<file path="src/rtl/sdram_refresh_seq.sv">
module sdram_refresh_seq #(
  parameter int unsigned T_RP   = 2,
  parameter int unsigned T_RC   = 7,
  parameter int unsigned T_SREX = 1
) (
  input  logic clk,
  input  logic rst_n,
  input  logic ref_req,
  input  logic sr_enter,
  input  logic sr_exit,
  input  logic clk_ack,
  input  logic banks_idle,
  output logic cke,
  output logic cs_n,
  output logic ras_n,
  output logic cas_n,
  output logic we_n,
  output logic ready
);
  localparam int unsigned GAP_MAX = T_RC + T_SREX;
  localparam int unsigned CW = $clog2(GAP_MAX + 1);
  localparam int unsigned IW = $clog2(T_RP + 1);

  logic [CW-1:0] gap_q;
  logic [IW-1:0] idle_q;
  logic ref_pend_q, sre_pend_q, srx_pend_q, in_sr_q;
  logic idle_ok, can_issue, do_ar, do_sre, do_srx;

  assign idle_ok   = banks_idle && (idle_q >= IW'(T_RP));
  assign can_issue = !in_sr_q && (gap_q == '0) && idle_ok;
  assign do_ar     = can_issue && ref_pend_q;
  assign do_sre    = can_issue && !ref_pend_q && sre_pend_q;
  assign do_srx    = in_sr_q && (sr_exit || srx_pend_q) && clk_ack;
  assign ready     = !in_sr_q && cke && (gap_q == '0);

  always_ff @(posedge clk) begin
    if (!rst_n) begin
      idle_q     <= '0;
      gap_q      <= '0;
      ref_pend_q <= 1'b0;
      sre_pend_q <= 1'b0;
      srx_pend_q <= 1'b0;
      in_sr_q    <= 1'b0;
    end else begin
      if (!banks_idle)               idle_q <= '0;
      else if (idle_q != IW'(T_RP))  idle_q <= idle_q + 1'b1;

      ref_pend_q <= (ref_pend_q && !do_ar) || ref_req;
      sre_pend_q <= (sre_pend_q && !do_sre) ||
                    (sr_enter && !in_sr_q && !do_sre);
      srx_pend_q <= in_sr_q && !do_srx && (srx_pend_q || sr_exit);

      if (do_sre)      in_sr_q <= 1'b1;
      else if (do_srx) in_sr_q <= 1'b0;

      if (do_ar)               gap_q <= CW'(T_RC - 1);
      else if (do_srx)         gap_q <= CW'(GAP_MAX - 1);
      else if (gap_q != '0)    gap_q <= gap_q - 1'b1;
    end
  end

  always_ff @(posedge clk) begin
    if (!rst_n) begin
      {cs_n, ras_n, cas_n, we_n} <= 4'b1111;
      cke <= 1'b1;
    end else if (do_ar) begin
      {cs_n, ras_n, cas_n, we_n} <= 4'b0001;
      cke <= 1'b1;
    end else if (do_sre) begin
      {cs_n, ras_n, cas_n, we_n} <= 4'b0001;
      cke <= 1'b0;
    end else if (in_sr_q && !do_srx) begin
      {cs_n, ras_n, cas_n, we_n} <= 4'b1111;
      cke <= 1'b0;
    end else begin
      {cs_n, ras_n, cas_n, we_n} <= 4'b0111;
      cke <= 1'b1;
    end
  end
endmodule


</file>
<file path="config.mk">
export PLATFORM = sky130hd
export DESIGN_NAME = sdram_refresh_seq
export DESIGN_NICKNAME = d
export VERILOG_FILES = /design/src/rtl/sdram_refresh_seq.sv
export SDC_FILE = /design/constraint.sdc
export NUM_CORES = 1
export LEC_CHECK = 0
export ABC_CLOCK_PERIOD_IN_PS = 4700
export BUFFER_PORTS_ARGS = -buffer_cell sky130_fd_sc_hd__buf_2
export CAP_MARGIN = 25
export CORE_AREA = 2 2 39 41
export CTS_BUF_LIST = sky130_fd_sc_hd__clkbuf_8
export DETAILED_ROUTE_END_ITERATION = 8
export DIE_AREA = 0 0 41 43
export GPL_TIMING_DRIVEN = 1
export PLACE_DENSITY = 0.76
export SLEW_MARGIN = 10
export SYNTH_ARGS = -nofsm -noshare
export SYNTH_HDL_FRONTEND = slang
export SYNTH_SLANG_ARGS = --single-unit
</file>
<file path="constraint.sdc">
create_clock -name clk -period 4.7 [get_ports clk]
set_input_delay 0.94 -clock clk [delete_from_list [all_inputs] [get_ports clk]]
set_output_delay 0.94 -clock clk [all_outputs]
set_load 0.01 [all_outputs]
</file>
==> impl_metrics.yaml <==
sta:
  setup_viol: 0
  finalCriticalPeriod_ps: 2572
  tightestPinTransition_ps: 516.3
  tns_ps: 0
  period_share: 0.5473
  skew_ps: 1.385
  fmax_mhz: 388.8
  rsz0062_at_grt: "false"
  timing.hold.ws_ps: 512.6
  hold_violations: 0
  maxSlewViolCount: 0
  setup_slack_ps: 2128
  slew_headroom: 0.6521
min_path:
  hold_class: "reg -> reg"
clock_network:
  clock_latency_ps: 250
  ctsResizeCount: 0
  cts_hold_buf: 0
  cts.sinks: 13
  path_clk_slew_ps: 60
  cts_made_buffers: 3
  cts_tree: "done"
  clk_path_buf_depth: 2
  cts-root-buf: "clkbuf_8"
  htreeDepth: 1
  post-cts-setup-buffers: 0
floorplan:
  die_h_um: 43
  die_x_um: 41
  pin_count: 13
  dieArea_sq_mm: 0.001763
  fp.coreArea_sq_mm: 0.001384
  rows: 14
  start_util: 0.4430
global_route:
  grt_remaining_overflow: 0
  grt_pass1_wl_mm: 1.828
  grt_use_total: 0.1594
  grt_max_degree: 13
  antenna_found_initial: 0
  grt_pass1_vias: 465
synthesis:
  synth.top_cell.area_share: 0.4245
  ys.flop_type: "dfxtp_1"
  synth_warnings: 0
  synth_edf_count: 0
  synth_top_cell_by_area: "dfxtp_1"
  ys_ff_latch: 13
  ys_seq_area_frac: 0.4245
  synth_fp_nets: 78
  ys_types: 25
  async_reset_ff_frac: 0
  syn-cell-area_sq_um: 613.1
  avgSynthCellArea_sq_um: 9.016
  synthCells: 68
  ys_top_cells_by_area: "dfxtp_1, ha_1, o21ai_0"
critical_path:
  startpoint: "gap_q[0]"
  reg2reg_depth: 5
  rr_startpoint: "gap_q[0]"
  critPathKind: "reg -> out"
  end_kind: "output pin"
  regToRegSetupSlack_ps: 3040
  cp-endpoint: "ready"
  critical_path_required_ps: 3760
  crit_arrival_ps: 1630
  worst-path-max-fanout: 6
  reg2reg_to: "cke"
  crit_path_start_kind: "flop"
placement:
  io_buffers: 11
  hpwl_um: 797.9
  placed_cell_area_sq_um: 669.4
  pre_cts_ws_ps: 2397
  place.gp.congestion: 0.6905
layout:
  layout_common_cells: "dfxtp_1, buf_2, nor2_1"
  fillCellCount: 129
  antenna_cells: 0
  final_common_cell: "dfxtp_1"
  syn_to_final_growth_pct: 16.73
  layout.nets: 91
  final_util: 0.5172
  multi_input_area_sq_um: 311.5
  design_area_sq_um: 715.7
  seqCellArea_sq_um: 260.3
  drive_gt1_frac: 0.2125
pwr:
  ir_drop_mv: 0.1985
  switching_power_uw: 133.0
  combPwrFrac: 0.372
  p_seq_frac: 0.372
  clkPwrFrac: 0.256
  p_leak_uw: 0.0003172
  p_int_uw: 261.6
  power_density_mw_per_mm2: 551.3
  switching_share: 0.3370
detailed_routing:
  wl_met3_um: 26
  dr.pass1.iters: 4
  drt_iter0_drc: 8
  dr_total_vias: 488
  top_layer: "met4"
  wirelength_met1_um: 469
  drc: 0
  route.met2.wl_um: 509
  wl_per_cell_um: 10.81
  routed_wl_mm: 1.038
  ant_nets: 0
  via_per_inst: 5.083
status:
  status: "completed"
run:
  max_cap_viol_count: 0
## sequential cells by signal (all words and copies together), names as in the netlist
signal / cells
srx_pend_q: 1
idle_q: 2
in_sr_q: 1
cas_n: 1
ref_pend_q: 1
gap_q: 4
sre_pend_q: 1
cs_n: 1
cke: 1
## power groups by stage
stage | Clock, uW | Sequential, uW | Combinational [uW]
final | 101 | 147 | 147
after global routing | 109 | 149 | 165
after global placement | 0 | 147 | 140
after CTS | 104 | 146 | 149
after floorplan | 0 | 144 | 119
after detailed placement | 0 | 148 | 148
## cell type report
type / instances / area share
clock inverter: 1 / 0.006993
inverter: 6 / 0.03147
multi-input combinational: 46 / 0.4353
timing repair buffer: 11 / 0.07692
sequential: 13 / 0.3636
tap: 16 / 0.02797
clock buffer: 3 / 0.05769
## critical path: stages, from the launching register on
cell	delay, ps
dfxtp_1	310
inv_1	100
ha_1	210
or4b_4	530
nor2_1	100
buf_2	130
## through the flow
step                      instances  power, uW
final                            96      394.6
after global routing             96      423.0
after CTS                        96      399.4
after detailed placement         92      296.0
after global placement           92      286.9
after floorplan                  68      263.4
## cells in the mapped netlist (2+ instances only)
cell type  instances
dfxtp_1           13
nor3b_1            2
o21ai_0            6
o21a_1             3
buf_4              2
inv_1              6
nand2_1            2
nor2_1             7
a21oi_1            2
o21ai_1            3
nor2b_1            2
o211ai_1           2
ha_1               3
nand2b_1           3
mux2i_1            2
## cells by family (layout without fill, tap and decap cells)
family | after synthesis | in the layout | share of synthesized area
muxes | 2 | 2 | 0.03265
xor gates and xnor gates | 2 | 2 | 0.02858
and+or+nand+nor | 21 | 21 | 0.2163
buffers and inverters | 9 | 21 | 0.06733
other | 1 | 1 | 0.006117
AOI/OAI and AO/OA | 17 | 17 | 0.1633
DFF | 13 | 13 | 0.4245
adders and majority gates | 3 | 3 | 0.06123
## worst min-delay path by stage
stage	startpoint	end	slack [ps]	cells past startpoint
floorplan	in_sr_q	srx_pend_q	470	2
global placement	idle_q[0]	idle_q[0]	500	2
detailed placement	idle_q[0]	idle_q[0]	500	2
CTS	idle_q[0]	idle_q[0]	520	2
global route	idle_q[0]	idle_q[0]	560	2
finish	idle_q[0]	idle_q[0]	510	2
## metal layers
metal  vias to the layer above  GRT usage
met2                        10     0.2406
li1                        250          -
met4                         0     0.1400
met1                       223     0.1765
met3                         5    0.03141
met5                         -          0
No activity file was read; power rests on OpenSTA's default activity.
